==> config.mk <==
export PLATFORM = sky130hd
export DESIGN_NAME = exc_entry_ctrl
export DESIGN_NICKNAME = d
export VERILOG_FILES = /design/src/rtl/exc_entry_pkg.sv /design/src/rtl/exc_classify.sv /design/src/rtl/exc_vector_gen.sv /design/src/rtl/exc_addr_regs.sv /design/src/rtl/exc_status_regs.sv /design/src/rtl/exc_entry_ctrl.sv
export SDC_FILE = /design/constraint.sdc
export NUM_CORES = 1
export LEC_CHECK = 0
export BUFFER_PORTS_ARGS = -buffer_cell sky130_fd_sc_hd__buf_2
export CELL_PAD_IN_SITES_DETAIL_PLACEMENT = 2
export CELL_PAD_IN_SITES_GLOBAL_PLACEMENT = 2
export CORE_ASPECT_RATIO = 0.9
export CORE_MARGIN = 4
export CORE_UTILIZATION = 27
export CTS_BUF_LIST = sky130_fd_sc_hd__clkbuf_8
export DETAILED_ROUTE_END_ITERATION = 6
export PLACE_DENSITY_LB_ADDON = 0.1
export SETUP_SLACK_MARGIN = 0.4
export SLEW_MARGIN = 30
export SYNTH_ARGS = -nofsm -noshare
export SYNTH_HDL_FRONTEND = slang
export SYNTH_SLANG_ARGS = --single-unit
==> constraint.sdc <==
create_clock -name clk -period 2.51 [get_ports clk]
set_input_delay 0.502 -clock clk [delete_from_list [all_inputs] [get_ports clk]]
set_output_delay 0.502 -clock clk [all_outputs]
set_load 0.01 [all_outputs]
==> src/rtl/exc_entry_pkg.sv <==
package exc_entry_pkg;
  localparam int XW = 32;
  localparam int CW = 5;
  localparam int OW = 12;

  typedef enum logic [2:0] {
    K_GEN    = 3'd0,
    K_REFILL = 3'd1,
    K_SRST   = 3'd2,
    K_NMI    = 3'd3,
    K_DBG    = 3'd4
  } exc_kind_e;

  localparam logic [XW-1:0] VEC_BOOT_GEN = 32'hBFC0_0200;
  localparam logic [XW-1:0] VEC_RAM_GEN  = 32'h8000_0000;
  localparam logic [XW-1:0] VEC_RESET    = 32'hBFC0_0000;
  localparam logic [XW-1:0] VEC_DEBUG    = 32'hBFC0_0480;
  localparam logic [OW-1:0] OFF_REFILL   = 12'h000;
  localparam logic [OW-1:0] OFF_GEN      = 12'h180;
  localparam logic [OW-1:0] OFF_IRQ      = 12'h380;
  localparam logic [CW-1:0] CODE_IRQ     = 5'd0;

  // Return address: step back over the branch when the fault sat in its slot.
  function automatic logic [XW-1:0] ret_addr(input logic [XW-1:0] pc,
                                             input logic slot,
                                             input logic [XW-1:0] step);
    return slot ? (pc - step) : pc;
  endfunction

  // Offset inside the general vector region.
  function automatic logic [OW-1:0] gen_offset(input logic refill,
                                               input logic exl,
                                               input logic [CW-1:0] code,
                                               input logic iv);
    logic [OW-1:0] off;
    off = OFF_GEN;
    if (refill && !exl)              off = OFF_REFILL;
    else if (!refill && iv && code == CODE_IRQ) off = OFF_IRQ;
    return off;
  endfunction

  function automatic logic [XW-1:0] gen_vector(input logic bev,
                                               input logic [OW-1:0] off);
    return (bev ? VEC_BOOT_GEN : VEC_RAM_GEN) + {{(XW-OW){1'b0}}, off};
  endfunction
endpackage

==> src/rtl/exc_classify.sv <==
module exc_classify
  import exc_entry_pkg::*;
(
  input  logic       req_valid,
  input  logic [2:0] req_kind,
  output logic       ev_gen,
  output logic       ev_refill,
  output logic       ev_srst,
  output logic       ev_nmi,
  output logic       ev_dbg
);
  always_comb begin
    ev_gen    = 1'b0;
    ev_refill = 1'b0;
    ev_srst   = 1'b0;
    ev_nmi    = 1'b0;
    ev_dbg    = 1'b0;
    if (req_valid) begin
      case (exc_kind_e'(req_kind))
        K_REFILL: begin ev_gen = 1'b1; ev_refill = 1'b1; end
        K_SRST:   ev_srst = 1'b1;
        K_NMI:    ev_nmi  = 1'b1;
        K_DBG:    ev_dbg  = 1'b1;
        default:  ev_gen  = 1'b1;
      endcase
    end
  end
endmodule

==> src/rtl/exc_vector_gen.sv <==
module exc_vector_gen
  import exc_entry_pkg::*;
(
  input  logic          ev_gen,
  input  logic          ev_refill,
  input  logic          ev_err,
  input  logic          ev_dbg,
  input  logic          exl,
  input  logic          bev,
  input  logic [CW-1:0] code,
  input  logic          cfg_irq_vec,
  output logic [XW-1:0] vec
);
  logic [OW-1:0] off;

  always_comb begin
    off = gen_offset(ev_refill, exl, code, cfg_irq_vec);
    vec = '0;
    if (ev_dbg)       vec = VEC_DEBUG;
    else if (ev_err)  vec = VEC_RESET;
    else if (ev_gen)  vec = gen_vector(bev, off);
  end
endmodule

==> src/rtl/exc_addr_regs.sv <==
module exc_addr_regs
  import exc_entry_pkg::*;
#(
  parameter int STEP = 4
) (
  input  logic          clk,
  input  logic          rst_n,
  input  logic          ev_gen,
  input  logic          ev_err,
  input  logic          ev_dbg,
  input  logic          exl,
  input  logic [XW-1:0] pc,
  input  logic          slot,
  output logic [XW-1:0] epc,
  output logic [XW-1:0] error_epc,
  output logic [XW-1:0] depc,
  output logic          bd
);
  localparam logic [XW-1:0] STEP_W = XW'(STEP);
  logic [XW-1:0] ra;

  assign ra = ret_addr(pc, slot, STEP_W);

  always_ff @(posedge clk) begin
    if (!rst_n) begin
      epc       <= '0;
      error_epc <= '0;
      depc      <= '0;
      bd        <= 1'b0;
    end else begin
      if (ev_gen && !exl) begin
        epc <= ra;
        bd  <= slot;
      end
      if (ev_err) error_epc <= ra;
      if (ev_dbg) depc      <= ra;
    end
  end
endmodule

==> src/rtl/exc_status_regs.sv <==
module exc_status_regs
  import exc_entry_pkg::*;
(
  input  logic          clk,
  input  logic          rst_n,
  input  logic          ev_gen,
  input  logic          ev_srst,
  input  logic          ev_nmi,
  input  logic          ev_dbg,
  input  logic [CW-1:0] code_in,
  input  logic          sw_we,
  input  logic          sw_exl,
  input  logic          sw_erl,
  input  logic          sw_bev,
  input  logic          sw_um,
  output logic          exl,
  output logic          erl,
  output logic          bev,
  output logic          sr,
  output logic          nmi,
  output logic          um,
  output logic          dm,
  output logic [CW-1:0] code
);
  logic any_ev;
  assign any_ev = ev_gen | ev_srst | ev_nmi | ev_dbg;

  always_ff @(posedge clk) begin
    if (!rst_n) begin
      exl  <= 1'b0;
      erl  <= 1'b1;
      bev  <= 1'b1;
      sr   <= 1'b0;
      nmi  <= 1'b0;
      um   <= 1'b0;
      dm   <= 1'b0;
      code <= '0;
    end else if (any_ev) begin
      um <= 1'b0;
      if (ev_gen) begin
        exl  <= 1'b1;
        code <= code_in;
      end
      if (ev_srst || ev_nmi) begin
        erl <= 1'b1;
        bev <= 1'b1;
      end
      if (ev_srst) sr  <= 1'b1;
      if (ev_nmi)  nmi <= 1'b1;
      if (ev_dbg)  dm  <= 1'b1;
    end else if (sw_we) begin
      exl <= sw_exl;
      erl <= sw_erl;
      bev <= sw_bev;
      um  <= sw_um;
    end
  end
endmodule

==> src/rtl/exc_entry_ctrl.sv <==
module exc_entry_ctrl
  import exc_entry_pkg::*;
#(
  parameter int INSN_BYTES = 4
) (
  input  logic          clk,
  input  logic          rst_n,
  input  logic          req_valid,
  input  logic [2:0]    req_kind,
  input  logic [CW-1:0] req_code,
  input  logic [XW-1:0] req_pc,
  input  logic          req_in_slot,
  input  logic          cfg_irq_vec,
  input  logic          sw_we,
  input  logic          sw_exl,
  input  logic          sw_erl,
  input  logic          sw_bev,
  input  logic          sw_um,
  output logic          redirect_valid,
  output logic [XW-1:0] redirect_pc,
  output logic          exl_o,
  output logic          erl_o,
  output logic          bev_o,
  output logic          sr_o,
  output logic          nmi_o,
  output logic          user_o,
  output logic          debug_o,
  output logic [XW-1:0] cause_o,
  output logic [XW-1:0] epc_o,
  output logic [XW-1:0] error_epc_o,
  output logic [XW-1:0] depc_o,
  output logic          watch_clr_o
);
  // Named internal events, also watched by the checker.
  logic ev_gen, ev_refill, ev_srst, ev_nmi, ev_dbg, ev_err;
  logic [XW-1:0] vec_next;
  logic          bd;
  logic [CW-1:0] code_q;

  exc_classify u_cls (
    .req_valid (req_valid), .req_kind (req_kind),
    .ev_gen (ev_gen), .ev_refill (ev_refill), .ev_srst (ev_srst),
    .ev_nmi (ev_nmi), .ev_dbg (ev_dbg)
  );

  assign ev_err = ev_srst | ev_nmi;

  exc_vector_gen u_vec (
    .ev_gen (ev_gen), .ev_refill (ev_refill), .ev_err (ev_err), .ev_dbg (ev_dbg),
    .exl (exl_o), .bev (bev_o), .code (req_code), .cfg_irq_vec (cfg_irq_vec),
    .vec (vec_next)
  );

  exc_addr_regs #(.STEP(INSN_BYTES)) u_addr (
    .clk (clk), .rst_n (rst_n), .ev_gen (ev_gen), .ev_err (ev_err), .ev_dbg (ev_dbg),
    .exl (exl_o), .pc (req_pc), .slot (req_in_slot),
    .epc (epc_o), .error_epc (error_epc_o), .depc (depc_o), .bd (bd)
  );

  exc_status_regs u_st (
    .clk (clk), .rst_n (rst_n), .ev_gen (ev_gen), .ev_srst (ev_srst),
    .ev_nmi (ev_nmi), .ev_dbg (ev_dbg), .code_in (req_code),
    .sw_we (sw_we), .sw_exl (sw_exl), .sw_erl (sw_erl), .sw_bev (sw_bev), .sw_um (sw_um),
    .exl (exl_o), .erl (erl_o), .bev (bev_o), .sr (sr_o), .nmi (nmi_o),
    .um (user_o), .dm (debug_o), .code (code_q)
  );

  // Cause layout: bit 31 delay slot, bits 6:2 code; other bits are never written.
  assign cause_o = {bd, {(XW-CW-3){1'b0}}, code_q, 2'b00};

  always_ff @(posedge clk) begin
    if (!rst_n) begin
      redirect_valid <= 1'b0;
      redirect_pc    <= '0;
      watch_clr_o    <= 1'b0;
    end else begin
      redirect_valid <= req_valid;
      watch_clr_o    <= ev_srst;
      if (req_valid) redirect_pc <= vec_next;
    end
  end
endmodule

# Word-level counts from Yosys, hierarchy flattened
# Index checks and enable logic that the tools add are counted.
# totals
regBits	143
latchBits	0
ramBits	0
romBits	0
input_bits	50
output_inout_bits	169
wordCells	70
memories	0
# classes
n_addsub	2
n_mul	0
n_div	0
order_cmp	0
eq_ne	6
n_shift	0
mux	25
bitwise_logic	5
reduce_logical	17
# op_table
operator	count
32-bit two-way mux	4
32-bit by 12-bit adder with 32-bit output	1
32-bit by 3-bit subtractor with 32-bit output, second input constant	1
30-bit two-way mux	1
1-bit two-way mux	18
12-bit two-way mux	1
2-bit AND reduction	6
10-bit two-way mux	1
3-bit by 2-bit equality test with 1-bit output, second input constant	2
5-bit logical NOT	1
1-bit logical AND	4
2-bit != test, second input constant	2
1-bit bitwise OR	4
3-bit by 1-bit equality test with 1-bit output, second input constant	1
3-bit equality test, second input constant	1
3-bit OR reduction	1
1-bit logical NOT	2
2-bit nonzero test	1
2-bit OR reduction	1
1-bit logical OR	1
1-bit inverter	1

# Longest topological paths before layout
# depth
depth_word	12
depth_mapped	7

# Hierarchy
# Synthesis repeated with hierarchy kept, for this count alone.
# unflattened
hier_cells	679
area_unflattened_um2	6322.3
# modules_own_cells
mod	n_inst	cells_each	area_per_inst_um2
exc_addr_regs	1	451	4016.4
exc_entry_ctrl	1	136	1508.9
exc_status_regs	1	43	454.2
exc_vector_gen	1	41	285.3
exc_classify	1	8	57.6

# Least setup slack after synthesis
# No wires, ideal clock.
# synth_timing
kind	input to register
startpoint	in req_pc[23]
endpoint	reg u_addr.epc[25]
setup_time_ns	0.132
arrival_time_ns	1.955
t_required_ns	2.378
slack_ns	0.422
cell_stages	5
path_cell_list	or4_4 > or4b_4 > nor4_4 > xnor2_1 > a21oi_1
# synth_between
elab_chain_len	2
# synth_rtl
item	line_no	text
start: declaration	exc_entry_ctrl.sv:11	input logic [XW-1:0] req_pc,
32-bit by 3-bit subtractor with 32-bit output	exc_entry_pkg.sv:27	return slot ? (pc - step) : pc;
32-bit two-way mux	exc_entry_pkg.sv:27	
end signal: assignment	exc_addr_regs.sv:32	epc <= ra;
end: declaration	exc_addr_regs.sv:14	output logic [XW-1:0] epc,
# Every way passes these cells.
# A chain may end at the register's enable or synchronous reset.

# Worst setup path in the final report
# layout_timing
startpoint	in req_pc[14]
endpoint	reg u_addr.error_epc[22]
# layout_between
elab_chain_len	2
# layout_rtl
item	line_no	text
32-bit by 3-bit subtractor with 32-bit output	exc_entry_pkg.sv:27	
32-bit two-way mux	exc_entry_pkg.sv:27	
end signal: assignment	exc_addr_regs.sv:35	if (ev_err) error_epc <= ra;
end: declaration	exc_addr_regs.sv:15	output logic [XW-1:0] error_epc,
# Every way passes these cells.

==> impl_metrics.toml <==
[floorplanning]
die-area_um2 = 21000
initial_utilization_pct = 27.50
io_pins = 219
rows = 47
die_height_um = 137.9
die_w_um = 152.3
coreArea_um2 = 18410

[synth]
syn_inst = 586
ys_top_cells_by_area = "dfxtp_1, buf_4, a21oi_1, o21ai_0, nor2_1"
syn_area_per_cell_um2 = 8.637
yosysTopAreaCell = "dfxtp_1"
synth-edff-count = 0
netlist_area_um2 = 5061
synthArstFlopShare_pct = 0
seq_area_frac_synth_pct = 46.28
ys_ff_latch = 117
synth_ff_type = "dfxtp_1"
synth.most_common_cell = "dfxtp_1"
yosys_warnings = 0
synth_top_area_share_pct = 46.28
ys_types = 49
yosys-top-cells-count = "dfxtp_1, nor2_1, a21oi_1"

[timing]
setup_viol = 0
fin_crit_ps = 1964
fmax_ghz = 0.5092
timing.setup.tns_ps = 0
hold_slack_ps = 302.9
slew_headroom_pct = 64.42
setup_slack_ps = 546.2
skew_ps = 7.847
hold_violations = 0
finalCritPeriodShare_pct = 78.24
slew_viol_final = 0
tightest_slew_ps = 533.0
rsz0062_at_grt = "no"

[route]
totalWireLength_mm = 18.68
drt_iter0_markers = 185
drc_errors = 0
ant_nets = 0
wire_per_inst_um = 18.52
vias_per_cell = 4.739
drtPass1Iterations = 4
routed-via-count = 4782

[critical_path]
worstSetupEndpointType = "register"
critical_path_arrival_ps = 2270
cp.required_ps = 2820
path_class = "in -> reg"
cp_max_fo = 4
worstSetupStartpointType = "input pin"

[power]
power_mw = 4.249
pwr-share-seq_pct = 47.6
powerDensity_nw_per_um2 = 663.6
power_frac_clock_pct = 37.9
switching_share_pct = 29.57
switching_power_mw = 1.257
ir_drop_mv = 0.2849
power.internal_mw = 2.993
pwr-share-comb_pct = 14.5
leakage_nw = 2.858

[hold_path]
hp-class = "in -> reg"

[placed_design]
dp_hpwl_mm = 13.80
placed_cell_area_um2 = 6023
dp_slack_ps = -22.32
gp_congestion = 0.8217
dp.cells = 975
io_buffer_count = 173

[cells_and_area]
final_cells = 1009
final_cell_area_um2 = 6404
drive_gt1_share_pct = 30.84
syn_to_final_growth_pct = 26.53
post-route-util_pct = 34.79
nFillCells = 2148
nNetsFinal = 801

[clock_network]
postCtsSetupBuffers = 0
clk_latency_ps = 440
cts_tree = "built"
cts_max_level = 4
cts_made_buffers = 17
cts_root_buffer = "clkbuf_8"
clock_sinks = 117
clkTransAtPathRegs_ps = 70
cts_max_path_buffers = 2

[global_route]
grt_usage_pct = 17.37
grt_pass1_vias = 4997
grt_max_degree = 43
grt-ovfl-total = 0
grt_pass1_wl_mm = 28.64
antenna_found_initial = 1

[run_status]
outcome = "finished clean"

[flow_run]
drv_cap = 0
==> state kept, by name, summed over array words and instances (netlist names), 5 cells and up <==
register	cells
u_addr.epc	32
u_st.code	5
u_addr.depc	32
u_addr.error_epc	32
redirect_pc	6
==> logic make-up (layout without fill, tap and decap cells) <==
family,after synthesis,after routing,synth area share (%)
other,1,47,0.07409
adders and majority gates,2,2,0.4944
muxes,7,7,1.409
AOI/OAI and AO/OA,166,166,18.10
and+or+nand+nor,172,172,18.05
DFF,117,117,46.28
xor gates and xnor gates,27,27,4.672
buffers and inverters,94,226,10.93
==> power groups by stage <==
stage / sequential [mW] / clock [mW] / combinational (mW)
after floorplan: 2.10 / 0 / 0.339
after global placement: 2.06 / 0 / 0.603
after detailed placement: 2.06 / 0 / 0.620
after CTS: 2.02 / 1.68 / 0.624
after global routing: 2.04 / 1.77 / 0.685
final: 2.02 / 1.61 / 0.617
==> worst max-delay path, cell delays in order <==
cell     delay [ps]
buf_2           130
nor3_1          440
nand4_1         340
nor4_2          460
xnor2_1         280
a21oi_1         120
==> final cells by class <==
cell class                      instances  area (um^2)  area share, %
Antenna cell                            2        5.005        0.07816
Clock inverter                         13        95.09          1.485
Multi-Input combinational cell        419         2360          36.85
Sequential cell                       117         2342          36.58
Timing Repair Buffer                  190         1018          15.90
Clock buffer                           19        261.5          4.084
Tap cell                              245        306.5          4.787
Inverter                                4        15.01         0.2345
==> layout by cell type, fill, tap and decap left out, types with 3 or more instances in the layout <==
cell type / synthesis / final
or3_1: 8 / 8
dfxtp_1: 117 / 117
xnor2_1: 21 / 21
clkinv_2: 0 / 3
nor3_1: 17 / 17
xor2_1: 6 / 6
mux2i_1: 6 / 6
nor4_1: 11 / 10
o21ai_1: 20 / 20
buf_2: 1 / 173
a211oi_1: 26 / 26
nand3_1: 5 / 5
clkinvlp_4: 0 / 3
a21oi_1: 61 / 61
o21ai_0: 50 / 50
and3_1: 3 / 3
a31oi_1: 5 / 5
nor2b_1: 5 / 5
inv_1: 3 / 8
nor4b_1: 3 / 3
buf_4: 53 / 15
nand2b_1: 4 / 4
clkbuf_8: 0 / 19
nor2_1: 65 / 64
nand2_1: 22 / 22
nand4_1: 7 / 7
conb_1: 1 / 45
==> worst paths after layout <==
path	end	slack (ps)	startpoint	depth (start not counted)
setup / recovery	u_addr.error_epc[22]	550	req_pc[14]	6
hold / removal	u_st.code[4]	300	req_code[4]	3
setup reg to reg	u_addr.epc[30]	1110	u_st.exl	4
hold reg to reg	u_addr.error_epc[1]	460	u_addr.error_epc[1]	2
==> metal layers <==
layer  track usage (%)  vias to the layer above  part of all wire (%)
li1                  -                     2283                     -
met1             21.51                     2339                    44
met2             28.55                      141                    47
met3             6.833                       17                   7.7
met4             4.443                        2                   1.0
met5                 0                        -                 0.064
==> timing repair <==
item,in CTS,in global routing
resized for setup,0,3
setup endpoints to repair,0,5
hold buffers,0,0
Power figures use the tool's default switching activity.
